--- src/rtl/mscu_pkg.sv ---
package mscu_pkg;
  localparam int CODE_W = 3;
  localparam logic [CODE_W-1:0] CODE_RESET = 3'd2;

  typedef struct packed {
    logic              load;
    logic              offsetMode;
    logic [CODE_W-1:0] code;
  } corrStrobe_t;
endpackage

--- src/rtl/mscu_ctrl.sv ---
module mscu_ctrl
  import mscu_pkg::*;
#(
  parameter int ITER_W    = 5,
  parameter int TBL_DEPTH = 8
) (
  input  logic                         clk,
  input  logic                         rst_n,
  input  logic                         inValid,
  input  logic [ITER_W-1:0]            iterIdx,
  input  logic                         corrMode,
  input  logic                         adaptEn,
  input  logic                         tblWrEn,
  input  logic [$clog2(TBL_DEPTH)-1:0] tblWrAddr,
  input  logic [CODE_W-1:0]            tblWrData,
  output corrStrobe_t                  strobe,
  output logic                         outValid
);
  localparam int TBL_AW = $clog2(TBL_DEPTH);
  localparam int LAST   = TBL_DEPTH - 1;

  logic [CODE_W-1:0] codeTbl [TBL_DEPTH];
  logic [TBL_AW-1:0] entrySel;

  // Correction table: one code per iteration, last entry reused past the end.
  for (genvar e = 0; e < TBL_DEPTH; e++) begin : g_entry
    always_ff @(posedge clk or negedge rst_n) begin
      if (!rst_n) begin
        codeTbl[e] <= CODE_RESET;
      end else if (tblWrEn && tblWrAddr == TBL_AW'(e)) begin
        codeTbl[e] <= tblWrData;
      end
    end
  end

  always_comb begin
    if (!adaptEn) begin
      entrySel = '0;
    end else if (32'(iterIdx) >= LAST) begin
      entrySel = TBL_AW'(LAST);
    end else begin
      entrySel = TBL_AW'(iterIdx);
    end
  end

  always_comb begin
    strobe.load       = inValid;
    strobe.offsetMode = corrMode;
    strobe.code       = codeTbl[entrySel];
  end

  always_ff @(posedge clk or negedge rst_n) begin
    if (!rst_n) begin
      outValid <= 1'b0;
    end else begin
      outValid <= inValid;
    end
  end
endmodule

--- src/rtl/mscu_datapath.sv ---
module mscu_datapath
  import mscu_pkg::*;
#(
  parameter int MSG_W   = 6,
  parameter int MAX_DEG = 8,
  parameter int DEG_W   = 4
) (
  input  logic                     clk,
  input  logic                     rst_n,
  input  logic [MAX_DEG*MSG_W-1:0] inLlr,
  input  logic [DEG_W-1:0]         rowDegree,
  input  corrStrobe_t              strobe,
  output logic [MAX_DEG*MSG_W-1:0] outMsg
);
  localparam int MAG_W   = MSG_W - 1;
  localparam int MAX_MAG = (1 << MAG_W) - 1;
  localparam int IDX_W   = (MAX_DEG > 1) ? $clog2(MAX_DEG) : 1;
  localparam int ACC_W   = MAG_W + 3;

  logic [DEG_W-1:0]         degEff;
  logic [MAX_DEG-1:0]       edgeActive;
  logic [MAX_DEG-1:0]       edgeSign;
  logic [MAG_W-1:0]         edgeMag [MAX_DEG];
  logic [MAG_W-1:0]         min1, min2;
  logic [IDX_W-1:0]         min1Idx;
  logic                     parity;
  logic [MAX_DEG*MSG_W-1:0] rowNext;

  // Shift-add scale or floored offset, then clamp to the magnitude range.
  function automatic logic [MAG_W-1:0] correct(input logic [MAG_W-1:0] m,
                                                input logic off,
                                                input logic [CODE_W-1:0] c);
    logic [ACC_W-1:0] mw;
    logic [ACC_W-1:0] cw;
    logic [ACC_W-1:0] acc;
    mw = ACC_W'(m);
    cw = ACC_W'(c);
    if (off) begin
      acc = (mw > cw) ? (mw - cw) : '0;
    end else begin
      case (c)
        3'd0:    acc = (mw << 2) >> 3;
        3'd1:    acc = ((mw << 2) + mw) >> 3;
        3'd2:    acc = ((mw << 2) + (mw << 1)) >> 3;
        3'd3:    acc = ((mw << 3) - mw) >> 3;
        default: acc = mw;
      endcase
    end
    return (acc > ACC_W'(MAX_MAG)) ? MAG_W'(MAX_MAG) : acc[MAG_W-1:0];
  endfunction

  assign degEff = (32'(rowDegree) > MAX_DEG) ? DEG_W'(MAX_DEG) : rowDegree;

  for (genvar g = 0; g < MAX_DEG; g++) begin : g_edge
    logic [MSG_W-1:0] raw;
    logic [MSG_W-1:0] absVal;
    assign raw           = inLlr[g*MSG_W +: MSG_W];
    assign edgeActive[g] = (32'(g) < 32'(degEff));
    assign edgeSign[g]   = raw[MSG_W-1];
    assign absVal        = raw[MSG_W-1] ? (~raw + 1'b1) : raw;
    assign edgeMag[g]    = (32'(absVal) > MAX_MAG) ? MAG_W'(MAX_MAG) : absVal[MAG_W-1:0];
  end

  // Two-minimum search with strict comparison: ties keep the lower index.
  always_comb begin
    min1    = MAG_W'(MAX_MAG);
    min2    = MAG_W'(MAX_MAG);
    min1Idx = '0;
    parity  = 1'b0;
    for (int i = 0; i < MAX_DEG; i++) begin
      if (edgeActive[i]) begin
        parity = parity ^ edgeSign[i];
        if (edgeMag[i] < min1) begin
          min2    = min1;
          min1    = edgeMag[i];
          min1Idx = IDX_W'(i);
        end else if (edgeMag[i] < min2) begin
          min2 = edgeMag[i];
        end
      end
    end
  end

  for (genvar g = 0; g < MAX_DEG; g++) begin : g_lane
    logic [MAG_W-1:0] pick;
    logic [MAG_W-1:0] fixedMag;
    logic [MSG_W-1:0] posVal;
    assign pick     = (min1Idx == IDX_W'(g)) ? min2 : min1;
    assign fixedMag = correct(pick, strobe.offsetMode, strobe.code);
    assign posVal   = {1'b0, fixedMag};
    assign rowNext[g*MSG_W +: MSG_W] =
      !edgeActive[g]            ? '0 :
      (parity ^ edgeSign[g])    ? (~posVal + 1'b1) : posVal;
  end

  always_ff @(posedge clk or negedge rst_n) begin
    if (!rst_n) begin
      outMsg <= '0;
    end else if (strobe.load) begin
      outMsg <= rowNext;
    end
  end
endmodule

--- src/rtl/minsum_check_unit.sv ---
module minsum_check_unit
  import mscu_pkg::*;
#(
  parameter int MSG_W     = 6,
  parameter int MAX_DEG   = 8,
  parameter int ITER_W    = 5,
  parameter int TBL_DEPTH = 8,
  localparam int DEG_W    = $clog2(MAX_DEG + 1),
  localparam int TBL_AW   = $clog2(TBL_DEPTH)
) (
  input  logic                     clk,
  input  logic                     rst_n,
  input  logic                     inValid,
  input  logic [MAX_DEG*MSG_W-1:0] inLlr,
  input  logic [DEG_W-1:0]         rowDegree,
  input  logic [ITER_W-1:0]        iterIdx,
  input  logic                     corrMode,
  input  logic                     adaptEn,
  input  logic                     tblWrEn,
  input  logic [TBL_AW-1:0]        tblWrAddr,
  input  logic [CODE_W-1:0]        tblWrData,
  output logic                     outValid,
  output logic [MAX_DEG*MSG_W-1:0] outMsg
);
  corrStrobe_t strobe;

  mscu_ctrl #(.ITER_W(ITER_W), .TBL_DEPTH(TBL_DEPTH)) u_ctrl (
    .clk(clk), .rst_n(rst_n), .inValid(inValid), .iterIdx(iterIdx),
    .corrMode(corrMode), .adaptEn(adaptEn), .tblWrEn(tblWrEn),
    .tblWrAddr(tblWrAddr), .tblWrData(tblWrData),
    .strobe(strobe), .outValid(outValid)
  );

  mscu_datapath #(.MSG_W(MSG_W), .MAX_DEG(MAX_DEG), .DEG_W(DEG_W)) u_dp (
    .clk(clk), .rst_n(rst_n), .inLlr(inLlr), .rowDegree(rowDegree),
    .strobe(strobe), .outMsg(outMsg)
  );
endmodule

--- config.mk ---
export PLATFORM = sky130hd
export DESIGN_NAME = minsum_check_unit
export DESIGN_NICKNAME = d
export VERILOG_FILES = /design/src/rtl/mscu_pkg.sv /design/src/rtl/mscu_ctrl.sv /design/src/rtl/mscu_datapath.sv /design/src/rtl/minsum_check_unit.sv
export SDC_FILE = /design/constraint.sdc
export NUM_CORES = 1
export LEC_CHECK = 0
export ABC_AREA = 1
export BUFFER_PORTS_ARGS = -buffer_cell sky130_fd_sc_hd__buf_2
export CORE_ASPECT_RATIO = 1.4
export CORE_UTILIZATION = 65
export DETAILED_ROUTE_END_ITERATION = 6
export PLACE_DENSITY_LB_ADDON = 0.05
export SLEW_MARGIN = 10
export SYNTH_ARGS = -nofsm -noshare
export SYNTH_HDL_FRONTEND = slang
export SYNTH_HIERARCHICAL = 1
export SYNTH_SLANG_ARGS = --single-unit
--- constraint.sdc ---
create_clock -name clk -period 7.6 [get_ports clk]
set_input_delay 1.14 -clock clk [delete_from_list [all_inputs] [get_ports clk]]
set_output_delay 1.14 -clock clk [all_outputs]
set_load 0.02 [all_outputs]
==> flow_summary.toml, run 1 <==
[logic_synthesis]
yosysTopAreaCell = "sky130_fd_sc_hd__nand2_1"
synth-edff-count = 0
synth.yosys.seq_area_share_pct = 12.8
post-synth-top-count-cell = "sky130_fd_sc_hd__nand2_1"
postSynthCellCount = 2491
syn_area_um2 = 14300
synth.distinct_cells = 70
syn_avg_cell_area_um2 = 5.74
yosysWarningCount = 6
synth.top_cells.by_area = "sky130_fd_sc_hd__nand2_1, sky130_fd_sc_hd__dfrtp_1, sky130_fd_sc_hd__ha_1"
yosysTopAreaCellShare_pct = 19.5
synth.top_cells.by_count = "sky130_fd_sc_hd__nand2_1, sky130_fd_sc_hd__inv_1, sky130_fd_sc_hd__nand3_1, sky130_fd_sc_hd__nor2_1, sky130_fd_sc_hd__o21ai_0"
syn_nets = 2696
synth_seq_cells = 73
synth_ff_type = "sky130_fd_sc_hd__dfrtp_1"
ys_async_sr_fraction_pct = 100

[floorplan]
fp.dieW_um = 127
floorplan.rows = 63
die_height_um = 177
num_io_pins = 118
floorplan.initialDensity_pct = 66.9

[clocking]
cts_buffers = 9
cts.sink_count = 73
cts-root-to-sink-buffers = 2
post_cts.repair.setup_buffers = 225
post_cts_resize_count = 521
hold_buffers = 0
ctsHtreeMaxLevel = 3
cts-root-buf = "sky130_fd_sc_hd__clkbuf_16"

[outcome]
status = "aborted with a tool error"
toolErrorMsg = "[ERROR DPL-0038] Utilization greater than 100%, impossible to legalize"
stop_stage = "4_1_cts"

[placed_design]
port_buffers = 117
dpl.hpwl_um = 44800
gp_routability_congestion = 1.07
-- stage by stage --
step / setup TNS [ps] / setup slack (ps) / cell area (um^2) / hold WS (ps) / std cells
after floorplan: -225060 / -5090 / 14900 / 455 / 2491
after global placement: -238460 / -5360 / 19100 / 453 / 3327
after detailed placement: -285850 / -6410 / 19100 / 464 / 3327
-- cells by family after synthesis --
| group | Yosys count | share of synthesized area (%) |
|---|---|---|
| DFF | 73 | 12.8 |
| adders and majority gates | 136 | 12.4 |
| AOI/OAI and AO/OA | 443 | 18.3 |
| buffers and inverters | 475 | 13.4 |
| xor gates and xnor gates | 31 | 1.90 |
| and+or+nand+nor | 1333 | 41.2 |
==> run 2, diff against run 1 <==
--- a/config.mk
+++ b/config.mk
@@ -7,10 +7,9 @@
 export LEC_CHECK = 0
 export ABC_AREA = 1
 export BUFFER_PORTS_ARGS = -buffer_cell sky130_fd_sc_hd__buf_2
-export CORE_ASPECT_RATIO = 1.4
-export CORE_UTILIZATION = 65
+export CORE_UTILIZATION = 40
 export DETAILED_ROUTE_END_ITERATION = 6
-export PLACE_DENSITY_LB_ADDON = 0.05
+export PLACE_DENSITY_LB_ADDON = 0.15
 export SLEW_MARGIN = 10
 export SYNTH_ARGS = -nofsm -noshare
 export SYNTH_HDL_FRONTEND = slang
==> flow_summary.toml, run 2 <==
[outcome]
status = "finished with violations"
violations = "setup timing"

[drt]
drt-initial-drc-count = 1231
ant_nets = 0
detail_route.vias_per_cell = 5.28
routed_vias = 19500
drt_first_pass_iters = 6
finalWirelength_um = 57100
detail_route.drc_violations = 0
routedWlPerCell_um = 15.4

[job]
maxCapViolations = 0

[logic_synthesis]
synth.top_cells.by_count = "sky130_fd_sc_hd__nand2_1, sky130_fd_sc_hd__inv_1, sky130_fd_sc_hd__nand3_1, sky130_fd_sc_hd__nor2_1, sky130_fd_sc_hd__o21ai_0"
yosysWarningCount = 6
synth.yosys.seq_area_share_pct = 12.8
yosysTopAreaCell = "sky130_fd_sc_hd__nand2_1"
synth.distinct_cells = 70
synth_seq_cells = 73
post-synth-top-count-cell = "sky130_fd_sc_hd__nand2_1"
syn_avg_cell_area_um2 = 5.74
yosysTopAreaCellShare_pct = 19.5
synth-edff-count = 0
ys_async_sr_fraction_pct = 100
syn_nets = 2696
syn_area_um2 = 14300
synth_ff_type = "sky130_fd_sc_hd__dfrtp_1"
synth.top_cells.by_area = "sky130_fd_sc_hd__nand2_1, sky130_fd_sc_hd__dfrtp_1, sky130_fd_sc_hd__ha_1"
postSynthCellCount = 2491

[placed_design]
port_buffers = 117
dpl.hpwl_um = 39800
gp_routability_congestion = 0.978

[floorplan]
num_io_pins = 118
floorplan.initialDensity_pct = 41.0
die-area_um2 = 36500
core-area_um2 = 34900
die_height_um = 191
fp.dieW_um = 191
floorplan.rows = 68

[clocking]
cts.sink_count = 73
ctsHtreeMaxLevel = 3
cts_buffers = 9
clk_pin_slew_ps = 70
clkLatencyLatePin_ps = 380
cts-root-to-sink-buffers = 2
hold_buffers = 0
cts-root-buf = "sky130_fd_sc_hd__clkbuf_16"
tritoncts = "built"

[global_route]
grt_max_degree = 56
vias_in_the_first_global_route = 18100
global_route.usage.total_pct = 29.7
grt_overflow = 0
antenna_violations_before_repair = 0
grt_pass1_wl_um = 87800

[timing]
rsz0062_at_grt = "true"
maxSlewViolCount = 0
whs_ps = 468
timing.final.crit_period_ps = 12280
final_hold_viol_count = 0
finClkSkew_ps = 10.1
finalSetupViolCount = 48
final.period_utilization_pct = 162
max_clock_freq_mhz = 81.4
worstMarginPinSlew_ps = 1280
max-slew-margin-rel_pct = 14.1
final.setup.worst_slack_ps = -4680

[layout]
largest_register_ff_count = 48
biggestRegsByFlops = "u_dp/outMsg (48), u_ctrl/codeTbl (24), u_ctrl/outValid (1)"
registers.top_by_ff_count = "u_dp/outMsg"
finish.net_count = 3448
area_delta_synth_final_pct = 64.7
final_layout_size_suffix_gt1_share_pct = 44.4
commonest_non_fill_non_tap_cell_in_the_layout = "sky130_fd_sc_hd__nand2_1"
most-common-layout-cells = "sky130_fd_sc_hd__nand2_1, sky130_fd_sc_hd__buf_4, sky130_fd_sc_hd__inv_1"
final_core_utilization_pct = 67.5
antenna_cells = 0

[setup_path]
timing.critical_path.mode_cell = "sky130_fd_sc_hd__nand2_4"
worst_ep_required_time_ps = 7870
critPathLaunchType = "input port"
crit_path_max_incr_delay_ps = 360
crit_type = "input port to flop"
regToRegEndpoint = "u_dp/outMsg[47]$_DFFE_PN0P_"
critical_path_arrival_ps = 12550
worst-path-buf-inv = 25
worstReg2RegStart = "u_ctrl/codeTbl[18]$_DFFE_PN0P_"
critical_path_peak_fanout = 7
regToRegSetupSlack_ps = 2900
worst_path_max_delay_cell = "sky130_fd_sc_hd__fa_2"
rr_worst_depth = 24
critPathTopFamily = "compound AO/OA/AOI/OAI gates"
critPathCaptureType = "flop"

[worst_hold_path]
hold_path_class = "flop to flop"
hold-path-cell-count = 2
hold_path_end = "u_dp/outMsg[33]$_DFFE_PN0P_"
min_from = "u_dp/outMsg[33]$_DFFE_PN0P_"
run 2: stage by stage:
| stage | setup TNS, ps | area (um^2) | setup slack, ps | std cells |
|---|---|---|---|---|
| floorplan | -225060 | 14900 | -5090 | 2491 |
| global placement | -240560 | 19300 | -5290 | 3490 |
| detailed placement | -253060 | 19300 | -5630 | 3490 |
| CTS | -192920 | 21600 | -4280 | 3617 |
| global route | -239300 | 23600 | -5280 | 3703 |
| finish | -210080 | 23600 | -4680 | 3703 |
run 2: final cells by class:
class | count | area (um^2)
clock buffers | 9 | 225
inverters | 422 | 1670
clock inverters | 7 | 83.8
flip-flops and latches | 73 | 1840
repair inverters | 1 | 6.26
well taps | 455 | 569
fillers | 2958 | 11300
repair buffers | 791 | 5930
multi-input cells | 1945 | 13200
run 2: tightest hold or removal path: stages (launching register included):
cell and delay, ps:
sky130_fd_sc_hd__dfrtp_1 340, sky130_fd_sc_hd__nand2_1 50, sky130_fd_sc_hd__nand2_1 50
run 2: repair_timing:
action / 4_1_cts / 5_1_grt
pin swaps: 144 / 195
buffers inserted: 130 / 91
gates resized for setup: 285 / 311
setup endpoints to repair: 48 / 48
gates cloned: 3 / 0
run 2: cell families after synthesis:
kind of cell	share of synthesized area (%)
XOR/XNOR	1.90
adder cells (fa/ha/maj)	12.4
AO/OA/AOI/OAI	18.3
AND/OR/NAND/NOR	41.2
buffers and inverters	13.4
flip-flops	12.8
run 2: layer usage:
metal / vias up / track usage [%] / part of all wire (%)
li1: 9677 / - / -
met1: 9074 / 37.6 / 43
met2: 640 / 51.2 / 48
met3: 148 / 3.40 / 5.4
met4: 0 / 11.1 / 3.6
met5: - / 0 / 0
run 2: worst max path at each step:
| stage | depth (start not counted) | to | from | slack, ps |
|---|---|---|---|---|
| after global routing | 94 | u_dp/outMsg[34]$_DFFE_PN0P_ | inLlr[7] | -5280 |
| after floorplan | 91 | u_dp/outMsg[31]$_DFFE_PN0P_ | inLlr[11] | -5090 |
| after detailed placement | 89 | u_dp/outMsg[34]$_DFFE_PN0P_ | inLlr[6] | -5630 |
| after global placement | 83 | u_dp/outMsg[14]$_DFFE_PN0P_ | inLlr[1] | -5290 |
| after CTS | 89 | u_dp/outMsg[33]$_DFFE_PN0P_ | inLlr[0] | -4280 |
| final | 94 | u_dp/outMsg[4]$_DFFE_PN0P_ | inLlr[1] | -4680 |
Power of run 2 is not shown: default switching activity piles up to over one toggle a cycle in this logic, so the estimate is an artifact.
